==> src/rtl/pfce_pkg.sv <==
package pfce_pkg;
  typedef enum logic [1:0] {
    ST_NORMAL  = 2'd0,
    ST_DRAIN   = 2'd1,
    ST_PROTECT = 2'd2,
    ST_RECOVER = 2'd3
  } pfState_e;

  // strobes from the control FSM to the gating datapath
  typedef struct packed {
    logic gateOff;   // force every conditioned enable inactive
    logic rstLow;    // drive the reset request active
  } pfCtrl_t;
endpackage

==> src/rtl/pfce_ctrl.sv <==
module pfce_ctrl
  import pfce_pkg::*;
#(
  parameter int WP_CYC      = 100,
  parameter int CE_REC_CYC  = 80000,
  parameter int RST_REC_CYC = 100000
) (
  input  logic    clk,
  input  logic    rstN,
  input  logic    supplyOk,
  input  logic    ceN,
  output pfCtrl_t ctrl
);
  localparam int REC_MAX = (CE_REC_CYC > RST_REC_CYC) ? CE_REC_CYC : RST_REC_CYC;
  localparam int CNT_MAX = (WP_CYC > REC_MAX) ? WP_CYC : REC_MAX;
  localparam int CW      = $clog2(CNT_MAX + 1);
  localparam logic [CW-1:0] WP_LAST = CW'(WP_CYC - 1);
  localparam logic [CW-1:0] CE_LIM  = CW'(CE_REC_CYC);
  localparam logic [CW-1:0] RST_LIM = CW'(RST_REC_CYC);
  localparam logic [CW-1:0] REC_LIM = CW'(REC_MAX);

  pfState_e state, stateNxt;
  logic [CW-1:0] tick, tickNxt;

  // strobes depend only on registered state
  always_comb begin
    unique case (state)
      ST_NORMAL:  begin ctrl.gateOff = 1'b0; ctrl.rstLow = 1'b0; end
      ST_DRAIN:   begin ctrl.gateOff = 1'b0; ctrl.rstLow = 1'b1; end
      ST_PROTECT: begin ctrl.gateOff = 1'b1; ctrl.rstLow = 1'b1; end
      default: begin
        ctrl.gateOff = (tick < CE_LIM);
        ctrl.rstLow  = (tick < RST_LIM);
      end
    endcase
  end

  always_comb begin
    stateNxt = state;
    tickNxt  = tick;
    unique case (state)
      ST_NORMAL: begin
        tickNxt = '0;
        if (!supplyOk) stateNxt = ceN ? ST_PROTECT : ST_DRAIN;
      end
      ST_DRAIN: begin
        if (ceN || tick == WP_LAST) begin
          stateNxt = ST_PROTECT;
          tickNxt  = '0;
        end else begin
          tickNxt = tick + 1'b1;
        end
      end
      ST_PROTECT: begin
        tickNxt = '0;
        if (supplyOk) stateNxt = ST_RECOVER;
      end
      default: begin
        if (!supplyOk) begin
          // an access already released by recovery may drain
          stateNxt = (!ctrl.gateOff && !ceN) ? ST_DRAIN : ST_PROTECT;
          tickNxt  = '0;
        end else if (tick >= REC_LIM) begin
          stateNxt = ST_NORMAL;
          tickNxt  = '0;
        end else begin
          tickNxt = tick + 1'b1;
        end
      end
    endcase
  end

  always_ff @(posedge clk or negedge rstN) begin
    if (!rstN) begin
      state <= ST_PROTECT;
      tick  <= '0;
    end else begin
      state <= stateNxt;
      tick  <= tickNxt;
    end
  end
endmodule

==> src/rtl/pfce_gate.sv <==
module pfce_gate
  import pfce_pkg::*;
#(
  parameter int SEL_W = 2
) (
  input  pfCtrl_t                 ctrl,
  input  logic                    ceN,
  input  logic [SEL_W-1:0]        sel,
  output logic [(1<<SEL_W)-1:0]   ceOutN,
  output logic                    rstReqN
);
  localparam int NUM_OUT = 1 << SEL_W;

  for (genvar i = 0; i < NUM_OUT; i++) begin : g_out
    assign ceOutN[i] = ceN | ctrl.gateOff | (sel != SEL_W'(i));
  end

  assign rstReqN = ~ctrl.rstLow;
endmodule

==> src/rtl/pfail_ce_cond.sv <==
module pfail_ce_cond
  import pfce_pkg::*;
#(
  parameter int WP_CYC      = 100,
  parameter int CE_REC_CYC  = 80000,
  parameter int RST_REC_CYC = 100000
) (
  input  logic       clk,
  input  logic       rstN,
  input  logic       supplyOk,
  input  logic       ceN,
  input  logic       selA,
  input  logic       selB,
  output logic [3:0] ceOutN,
  output logic       rstReqN
);
  pfCtrl_t ctrl;

  pfce_ctrl #(
    .WP_CYC(WP_CYC),
    .CE_REC_CYC(CE_REC_CYC),
    .RST_REC_CYC(RST_REC_CYC)
  ) u_ctrl (
    .clk(clk),
    .rstN(rstN),
    .supplyOk(supplyOk),
    .ceN(ceN),
    .ctrl(ctrl)
  );

  pfce_gate #(.SEL_W(2)) u_gate (
    .ctrl(ctrl),
    .ceN(ceN),
    .sel({selB, selA}),
    .ceOutN(ceOutN),
    .rstReqN(rstReqN)
  );
endmodule

==> config.mk <==
export PLATFORM = sky130hd
export DESIGN_NAME = pfail_ce_cond
export DESIGN_NICKNAME = d
export VERILOG_FILES = /design/src/rtl/pfce_pkg.sv /design/src/rtl/pfce_ctrl.sv /design/src/rtl/pfce_gate.sv /design/src/rtl/pfail_ce_cond.sv
export SDC_FILE = /design/constraint.sdc
export NUM_CORES = 1
export LEC_CHECK = 0
export ABC_AREA = 1
export BUFFER_PORTS_ARGS = -buffer_cell sky130_fd_sc_hd__buf_2
export CAP_MARGIN = 10
export CORE_ASPECT_RATIO = 1.25
export CORE_MARGIN = 4
export CORE_UTILIZATION = 53
export DETAILED_ROUTE_END_ITERATION = 12
export GPL_ROUTABILITY_DRIVEN = 0
export HOLD_SLACK_MARGIN = 0.03
export MAX_ROUTING_LAYER = met4
export PLACE_DENSITY = 0.75
export SLEW_MARGIN = 25
export SYNTH_ARGS = -nofsm -noshare
export SYNTH_HDL_FRONTEND = slang
export SYNTH_SLANG_ARGS = --single-unit
==> constraint.sdc <==
create_clock -name clk -period 1.79 [get_ports clk]
set_input_delay 0.358 -clock clk [delete_from_list [all_inputs] [get_ports clk]]
set_output_delay 0.358 -clock clk [all_outputs]
set_load 0.005 [all_outputs]
==> results.py, run 1 <==
metrics = {
    "synthesis": {
        "syn_nets": 210,
        "yosysSeqAreaShare_pct": 34.36,
        "synth_most_common_cell": "nand2_1",
        "ys_ff_latch": 19,
        "post-synth-top-area-cell": "dfrtp_1",
        "synthTopCellsByArea": "dfrtp_1 (32%), nand2_1 (12%), nor2_1 (9.2%)",
        "synth.cells.most_frequent": "nand2_1 (46), nor2_1 (34), inv_1 (27)",
        "synth_enable_flop_cells": 0,
        "synth_top_cell_area_share_pct": 32.46,
        "avgSynthCellArea_sq_um": 7.008,
        "synthCells": 198,
        "async_flop_share_pct": 100.0,
        "synth.distinct_cells": 26,
        "yosys_warnings": 0,
        "syn_area_sq_um": 1388,
        "ys.flop_type": "dfrtp_1",
    },
    "pwr": {
        "p_per_area_nw_per_um2": 960.2,
        "leakage_nw": 0.7644,
        "clockPowerShare_pct": 13.5,
        "switchingPower_uw": 650.9,
        "p_comb_share_pct": 56.1,
        "ir_worst_vdd_uv": 983.9,
        "p_int_uw": 999.8,
        "power.total_mw": 1.651,
        "swShare_pct": 39.43,
        "pwr-share-seq_pct": 30.4,
    },
    "clocking": {
        "cts_root_buffer": "clkbuf_4",
        "insertion_delay_ns": 0.31,
        "cts-buffers-inserted": 3,
        "htreeDepth": 1,
        "cts_max_path_buffers": 2,
        "cts_tree": "done",
        "clkSlewWorstSetupHoldPaths_ns": 0.11,
        "cts.sinks": 19,
    },
    "die": {
        "core_area_sq_um": 2477,
        "die-area_sq_um": 3506,
        "io_pins": 11,
        "die_w_um": 53.77,
        "die_height_um": 65.21,
        "rows": 20,
        "start_util_pct": 56.01,
    },
    "timing": {
        "setup_viol": 5,
        "rsz0062_at_grt": "true",
        "finalHoldViolCount": 0,
        "worstMarginPinSlew_ns": 0.4228,
        "slew_headroom_pct": 71.81,
        "post-route-min-period_ns": 2.051,
        "layout_setup_ws_ns": -0.2606,
        "final_max_slew_viol_count": 0,
        "fmax_ghz": 0.4877,
        "min_period_over_period_pct": 114.6,
        "worst_clock_skew_ns": 0.004602,
    },
    "worst_setup_path": {
        "crit_path_cell_trace": "buf_4 > inv_2 > ha_4 > nor2_2 > or2_4 > buf_6",
        "start_kind": "register",
        "end_kind": "primary output",
        "slowest_stage": "dfstp_2",
        "r2r_end": "u_ctrl.tick[1]$_DFF_PN0_",
        "worstPathRequired_ns": 1.43,
        "path_delay_family": "flip-flops",
        "path_class": "reg2out",
        "cp.arrival_ns": 1.69,
        "reg2reg_depth": 9,
        "worstPathMaxFanout": 3,
        "cp_num_buf_inv": 3,
        "cpPeakStageDelay_ns": 0.59,
        "r2r_slack_ns": 0.08,
        "crit-reg2reg-launch": "u_ctrl.state[1]$_DFFE_PN1P_",
    },
    "placed_design": {
        "dpl-instance-area_sq_um": 1528,
        "dp_hpwl_um": 2391,
        "portBuffers": 10,
        "pre_cts_slack_ns": -0.06671,
        "dp.cells": 248,
    },
    "worst_hold_path": {
        "whs_endpoint": "u_ctrl.tick[10]$_DFF_PN0_",
        "whs_path_depth": 4,
        "hold_path.class": "in2reg",
        "hp-start": "ceN",
    },
    "detailed_routing": {
        "drcViolationCount": 0,
        "wirelength_um": 3228,
        "first_iter_violations": 36,
        "wl_per_cell_um": 12.42,
        "num_vias": 1390,
        "vias_per_cell": 5.346,
        "firstDrtPassIters": 5,
        "postRouteAntennaNets": 0,
    },
    "layout": {
        "postLayoutCellArea_sq_um": 1719,
        "layout-drive-gt1-share_pct": 27.31,
        "seq_area_sq_um": 476.7,
        "syn2layout_area_growth_pct": 23.90,
        "nFillCells": 196,
        "n_antenna_cell": 0,
        "multi_input_area_sq_um": 872.1,
        "fin_cells": 260,
        "layout.nets": 240,
        "final_util_pct": 69.39,
    },
    "run": {
        "drv_cap": 0,
    },
    "grt": {
        "grt_use_met2_pct": 33.48,
        "grt-ovfl-total": 0,
        "grt_max_degree": 20,
        "antenna_found_initial": 0,
        "busiest_layer": "met2",
        "grt_use_met3_pct": 2.721,
        "grt_usage_pct": 21.34,
        "grt_pass1_wl_um": 5464,
        "met1_usage_pct": 26.38,
        "grt_pass1_vias": 1317,
    },
    "run_status": {
        "outcome": "finished, violations left",
        "violations": "negative setup slack",
    },
}
[repair_timing]
action | in CTS | in global routing
hold buffers | 1 | 0
pin swaps | 3 | 3
hold endpoints to repair | 18 | 0
setup buffers | 3 | 4
gates resized for setup | 19 | 5
setup endpoints to repair | 5 | 5
[worst max path at each step]
stage | slack, ns | end | cells after the start | start
floorplan | 0.06 | ceOutN[0] | 6 | u_ctrl.state[1]$_DFFE_PN1P_
global placement | 0.07 | ceOutN[2] | 6 | u_ctrl.state[1]$_DFFE_PN1P_
detailed placement | -0.07 | ceOutN[3] | 7 | u_ctrl.state[1]$_DFFE_PN1P_
CTS | -0.24 | ceOutN[0] | 7 | u_ctrl.state[1]$_DFFE_PN1P_
global route | -0.34 | ceOutN[2] | 7 | u_ctrl.state[1]$_DFFE_PN1P_
finish | -0.26 | rstReqN | 6 | u_ctrl.state[1]$_DFFE_PN1P_
[cells by family after synthesis]
logic type,count (synthesis),synth area share [%]
AOI/OAI and AO/OA,18,7.034
xor gates and xnor gates,10,6.312
adders and majority gates,6,5.410
buffers and inverters,31,9.198
DFF,19,34.36
and+or+nand+nor,114,37.69
[cell usage in the layout (no fill, tap or decap), drive strengths merged, types with 2 or more instances in the layout]
master	n
nand3	18
or2	2
nand4	4
clkbuf	3
inv	29
a21oi	14
nor2	38
a31oi	2
dfrtp	18
buf	26
nor3	4
xor2	9
ha	6
nand2	47
[tightest hold or removal path, cell delays in order]
cell     delay, ns
buf_2         0.11
nor2_2        0.05
nand3_2       0.10
a21oi_1       0.07
[power groups by stage]
stage                     registers, mW  clock network (mW)  logic, mW
after detailed placement          0.510                   0      0.606
after global routing              0.508               0.251       1.02
after floorplan                   0.504                   0      0.423
after global placement            0.507                   0      0.570
final                             0.502               0.223      0.926
after CTS                         0.509               0.235      0.811
[per-layer routing]
layer	vias up	part of all wire (%)	wire (um)
met3	12	4.5	145
li1	683	-	-
met2	44	51	1647
met5	-	0	0
met4	0	3.3	108
met1	651	41	1326
[cell type report]
type | count | share of cell area, %
Clock buffer | 3 | 1.310
Timing Repair Buffer | 27 | 11.06
Clock inverter | 1 | 0.2911
Tap cell | 33 | 2.402
Sequential cell | 19 | 27.73
Multi-Input combinational cell | 148 | 50.73
Inverter | 29 | 6.477
[per-stage QoR]
stage	setup TNS, ns	hold slack (ns)
6_report	-1.242	0.4222
2_1_floorplan	0	0.06241
5_1_grt	-1.685	0.4175
3_3_place_gp	0	0.3103
4_1_cts	-1.132	0.4099
3_5_place_dp	-0.2333	0.3235
[sequential cells by signal, indices dropped and copies added (netlist names)]
signal,flops
u_ctrl.state,2
u_ctrl.tick,17
Note: power is estimated with default switching activity, not from simulation.
==> run 2, diff against run 1 <==
Settings changed: SKIP_CTS_REPAIR_TIMING set to 1.
==> run 2 against run 1 <==
The flow still finishes with violations (negative setup slack). Clock skew about the same. Sequential share of layout area is 0.97 points higher. Combinational power fell by 5.6%. Worst hold slack better by 0.023 ns. Global-route usage fell by 1.3 points. Register-to-register slack improved by 0.10 ns. Maximum frequency fell by 0.69%. Critical path depth up 1. Power shrank 3.0%. Highest routed layer unchanged.
==> results.py, run 2 (synthesized netlist as in run 1, its figures left out) <==
metrics = {
    "run_status": {
        "outcome": "finished, violations left",
        "violations": "negative setup slack",
    },
    "layout": {
        "nFillCells": 208,
        "largest-register": "u_ctrl.tick",
        "multi_input_area_sq_um": 834.6,
        "mostFrequentLayoutCells": "nand2_1 (46), nor2_1 (31), inv_1 (25)",
        "seq_area_sq_um": 478.0,
        "n_antenna_cell": 0,
        "largest_reg_flops": 17,
        "largestRegisters": "u_ctrl.tick x17, u_ctrl.state x2",
        "syn2layout_area_growth_pct": 20.02,
        "fin_cells": 258,
        "layout.nets": 238,
        "final_util_pct": 67.22,
        "layout-drive-gt1-share_pct": 24.44,
        "postLayoutCellArea_sq_um": 1665,
        "final_common_cell": "nand2_1",
    },
    "pwr": {
        "switchingPower_uw": 621.8,
        "leakage_nw": 0.7554,
        "p_comb_share_pct": 54.6,
        "power.total_mw": 1.601,
        "p_int_uw": 979.6,
        "swShare_pct": 38.83,
        "clockPowerShare_pct": 13.9,
        "pwr-share-seq_pct": 31.5,
        "p_per_area_nw_per_um2": 961.6,
        "ir_worst_vdd_uv": 998.3,
    },
    "worst_setup_path": {
        "end_kind": "primary output",
        "reg2reg_depth": 8,
        "crit-reg2reg-launch": "u_ctrl.state[1]$_DFFE_PN1P_",
        "crit_path_start": "u_ctrl.state[1]$_DFFE_PN1P_",
        "cpPeakStageDelay_ns": 0.60,
        "path_class": "reg2out",
        "crit_path_cell_trace": "ha_1 > inv_1 > nor2_2 > nor2_2 > and2_4 > nand3_1 > buf_2",
        "cpMostUsedCell": "nor2_2",
        "worstPathMaxFanout": 4,
        "cp.arrival_ns": 1.71,
        "slowest_stage": "dfstp_2",
        "worstPathRequired_ns": 1.43,
        "r2r_slack_ns": 0.18,
        "start_kind": "register",
        "crit_path_end": "ceOutN[3]",
        "r2r_end": "u_ctrl.tick[1]$_DFF_PN0_",
    },
    "timing": {
        "rsz0062_at_grt": "true",
        "worst_clock_skew_ns": 0.004747,
        "finalHoldViolCount": 0,
        "layout_setup_ws_ns": -0.2749,
        "final_max_slew_viol_count": 0,
        "fmax_ghz": 0.4843,
        "setup_viol": 5,
        "slew_headroom_pct": 71.37,
        "hold_slack_ns": 0.4448,
        "worstMarginPinSlew_ns": 0.4295,
        "tns_ns": -1.261,
        "post-route-min-period_ns": 2.065,
        "min_period_over_period_pct": 115.4,
    },
    "placed_design": {
        "portBuffers": 10,
        "dp.cells": 248,
        "dp_hpwl_um": 2391,
        "dpl-instance-area_sq_um": 1528,
        "pre_cts_slack_ns": -0.06671,
    },
    "clocking": {
        "cts-buffers-inserted": 3,
        "cts_root_buffer": "clkbuf_4",
        "insertion_delay_ns": 0.30,
        "htreeDepth": 1,
        "cts.sinks": 19,
        "cts_tree": "done",
        "clkSlewWorstSetupHoldPaths_ns": 0.11,
        "cts_max_path_buffers": 2,
    },
    "grt": {
        "grt_pass1_wl_um": 5147,
        "grt_pass1_vias": 1240,
        "grt_max_degree": 20,
        "grt_usage_pct": 20.06,
        "grt-ovfl-total": 0,
        "antenna_found_initial": 0,
    },
    "detailed_routing": {
        "wl_per_cell_um": 12.46,
        "drcViolationCount": 0,
        "vias_per_cell": 5.271,
        "wirelength_um": 3214,
        "num_vias": 1360,
        "first_iter_violations": 42,
        "firstDrtPassIters": 4,
        "postRouteAntennaNets": 0,
    },
    "run": {
        "drv_cap": 0,
    },
    "die": {
        "io_pins": 11,
        "rows": 20,
        "core_area_sq_um": 2477,
        "die_w_um": 53.77,
        "die_height_um": 65.21,
        "die-area_sq_um": 3506,
        "start_util_pct": 56.01,
    },
    "worst_hold_path": {
        "hold_path.class": "in2reg",
    },
}
[run 2: cell type report]
type                       instances  share of cell area [%]
multi-input combinational        148                   50.11
clock inverter                     1                  0.3005
inverter                          29                   6.536
clock buffer                       3                   1.352
sequential                        19                   28.70
tap                               33                   2.479
timing repair buffer              25                   10.52
[run 2: power groups by stage]
| stage | Sequential (mW) | Clock [mW] | Combinational, mW |
|---|---|---|---|
| after floorplan | 0.504 | 0 | 0.423 |
| final | 0.505 | 0.222 | 0.874 |
| after global routing | 0.511 | 0.251 | 0.952 |
| after detailed placement | 0.510 | 0 | 0.606 |
| after global placement | 0.507 | 0 | 0.570 |
| after CTS | 0.501 | 0.235 | 0.608 |
[run 2: worst max-delay path: cells and delay by family (launching register included)]
| family | cells | cell delay [ns] |
|---|---|---|
| and+or+nand+nor | 4 | 0.43 |
| buffers and inverters | 2 | 0.20 |
| adders and majority gates | 1 | 0.18 |
| DFF | 1 | 0.60 |
[run 2: worst min path at each step]
stage                                        endpoint  from  cells past startpoint  slack (ns)
after floorplan           u_ctrl.state[0]$_DFFE_PN0P_  rstN                      0        0.06
after global placement    u_ctrl.state[0]$_DFFE_PN0P_  rstN                      1        0.31
after detailed placement     u_ctrl.tick[6]$_DFF_PN0_  rstN                      1        0.32
after CTS                    u_ctrl.tick[3]$_DFF_PN0_  rstN                      1       -0.02
after global routing        u_ctrl.tick[16]$_DFF_PN0_   ceN                      4        0.45
final                       u_ctrl.tick[16]$_DFF_PN0_   ceN                      4        0.44
[run 2: layer usage]
metal | routed length (um) | GRT usage [%] | vias up
li1 | - | - | 681
met1 | 1386 | 25.65 | 633
met2 | 1622 | 31.82 | 38
met3 | 141 | 2.721 | 8
met4 | 64 | 7.348 | 0
met5 | 0 | - | -
==> run 3, diff against run 2 <==
Settings changed: CORE_UTILIZATION 53 to 56, CTS_BUF_LIST set to sky130_fd_sc_hd__clkbuf_8, PLACE_DENSITY 0.75 to 0.78.
==> run 3 against run 2 <==
The run still ends with negative setup slack left. Sequential power increased by 3%. Non-clock buffer count decreased by 7. Highest routed layer unchanged. Sequential share of layout area increased by 0.87 points. Maximum frequency increased by 2.9%.
==> results.py, run 3 (synthesized netlist as in run 1, its figures left out) <==
metrics = {
    "pwr": {
        "leakage_nw": 0.7231,
        "p_per_area_nw_per_um2": 953.8,
        "ir_worst_vdd_uv": 965.9,
    },
    "timing": {
        "slew_headroom_pct": 72.21,
        "worst_clock_skew_ns": 0.002158,
        "rsz0062_at_grt": "true",
        "worstMarginPinSlew_ns": 0.4169,
        "fmax_ghz": 0.4985,
        "min_period_over_period_pct": 112.1,
        "final_max_slew_viol_count": 0,
        "hold_slack_ns": 0.03000,
        "post-route-min-period_ns": 2.006,
        "setup_viol": 5,
        "tns_ns": -0.9566,
        "layout_setup_ws_ns": -0.2159,
        "finalHoldViolCount": 0,
    },
    "clocking": {
        "cts_root_buffer": "clkbuf_8",
        "clkSlewWorstSetupHoldPaths_ns": 0.07,
        "htreeDepth": 1,
        "cts.sinks": 19,
        "cts_max_path_buffers": 2,
        "cts_tree": "done",
        "cts-buffers-inserted": 3,
        "insertion_delay_ns": 0.25,
    },
    "die": {
        "core_area_sq_um": 2282,
        "die_w_um": 52.52,
        "rows": 19,
        "start_util_pct": 60.80,
        "die-area_sq_um": 3343,
        "die_height_um": 63.66,
        "io_pins": 11,
    },
    "layout": {
        "multi_input_area_sq_um": 834.6,
        "final_common_cell": "nand2_1",
        "fin_cells": 249,
        "nFillCells": 184,
        "largest-register": "u_ctrl.tick",
        "layout.nets": 231,
        "syn2layout_area_growth_pct": 17.40,
        "final_util_pct": 71.38,
        "n_antenna_cell": 0,
        "seq_area_sq_um": 481.7,
        "largest_reg_flops": 17,
        "largestRegisters": "u_ctrl.tick x17, u_ctrl.state x2",
        "mostFrequentLayoutCells": "nand2_1 (46), nor2_1 (30), inv_1 (25)",
        "layout-drive-gt1-share_pct": 24.77,
        "postLayoutCellArea_sq_um": 1629,
    },
    "grt": {
        "grt-ovfl-total": 0,
        "grt_pass1_wl_um": 5485,
        "antenna_found_initial": 0,
        "grt_max_degree": 20,
        "grt_usage_pct": 22.00,
        "grt_pass1_vias": 1288,
    },
    "detailed_routing": {
        "num_vias": 1339,
        "first_iter_violations": 27,
        "vias_per_cell": 5.378,
        "postRouteAntennaNets": 0,
        "drcViolationCount": 0,
        "wl_per_cell_um": 12.60,
        "firstDrtPassIters": 4,
        "wirelength_um": 3138,
    },
    "worst_setup_path": {
        "crit-reg2reg-launch": "u_ctrl.state[1]$_DFFE_PN1P_",
        "worstPathRequired_ns": 1.43,
        "end_kind": "primary output",
        "r2r_end": "u_ctrl.tick[13]$_DFF_PN0_",
        "start_kind": "register",
        "cp.arrival_ns": 1.65,
        "path_class": "reg2out",
        "r2r_slack_ns": 0.29,
        "reg2reg_depth": 8,
        "worstPathMaxFanout": 4,
    },
    "run": {
        "drv_cap": 0,
    },
    "placed_design": {
        "dpl-instance-area_sq_um": 1518,
        "portBuffers": 10,
        "dp_hpwl_um": 2401,
        "dp.cells": 245,
    },
    "run_status": {
        "outcome": "finished, violations left",
        "violations": "negative setup slack",
    },
    "worst_hold_path": {
        "hold_path.class": "in2async",
    },
}
[run 3: cell count changes in the layout (fill, tap and decap cells not counted), moves of 2 or more]
cell,delta
dfrtp_1,-3
dfrtp_2,+3
clkbuf_8,+3
nor2_2,+2
clkbuf_4,-3
buf_4,-6
[run 3: report_power, final]
group          total (mW)  internal [mW]  switching [mW]  leakage, nW
Combinational       0.743          0.336           0.407        0.442
Clock               0.293          0.152           0.141       0.0269
Sequential          0.518          0.474          0.0433        0.254
Total                1.55          0.963           0.591        0.723
[run 3: per-stage QoR]
stage	setup slack [ns]	power [mW]
2_1_floorplan	0.06277	0.9271
5_1_grt	-0.2871	1.672
3_5_place_dp	-0.04384	1.102
6_report	-0.2159	1.554
4_1_cts	-0.3307	1.401
3_3_place_gp	0.04393	1.066
[run 3: worst max-delay path, cell delays in order (launching register included)]
cell and delay, ns:
dfstp_2 0.59, ha_2 0.21, inv_2 0.06, nor2_2 0.12, nor2_2 0.06, and2_4 0.17, nand3_1 0.07, buf_2 0.11
[run 3: how the worst max path moves through the flow]
stage,start,endpoint,cells past startpoint
floorplan,u_ctrl.state[1]$_DFFE_PN1P_,ceOutN[0],6
global placement,u_ctrl.state[1]$_DFFE_PN1P_,ceOutN[0],6
detailed placement,u_ctrl.state[1]$_DFFE_PN1P_,ceOutN[1],6
CTS,u_ctrl.state[1]$_DFFE_PN1P_,ceOutN[1],6
global route,u_ctrl.state[1]$_DFFE_PN1P_,ceOutN[3],7
finish,u_ctrl.state[1]$_DFFE_PN1P_,ceOutN[0],7
[run 3: layout make-up]
| type | instances | area share [%] |
|---|---|---|
| multi-input cells | 148 | 51.23 |
| flip-flops and latches | 19 | 29.57 |
| repair buffers | 18 | 7.373 |
| inverters | 29 | 6.682 |
| clock buffers | 3 | 2.535 |
| well taps | 31 | 2.381 |
| clock inverters | 1 | 0.2304 |
[run 3: routing by layer]
metal	up-vias	share of wire, %	GRT usage [%]
met4	0	2.5	12.78
met3	11	4.1	3.538
met1	624	42	26.26
li1	668	-	-
met5	-	0	-
met2	36	52	34.16
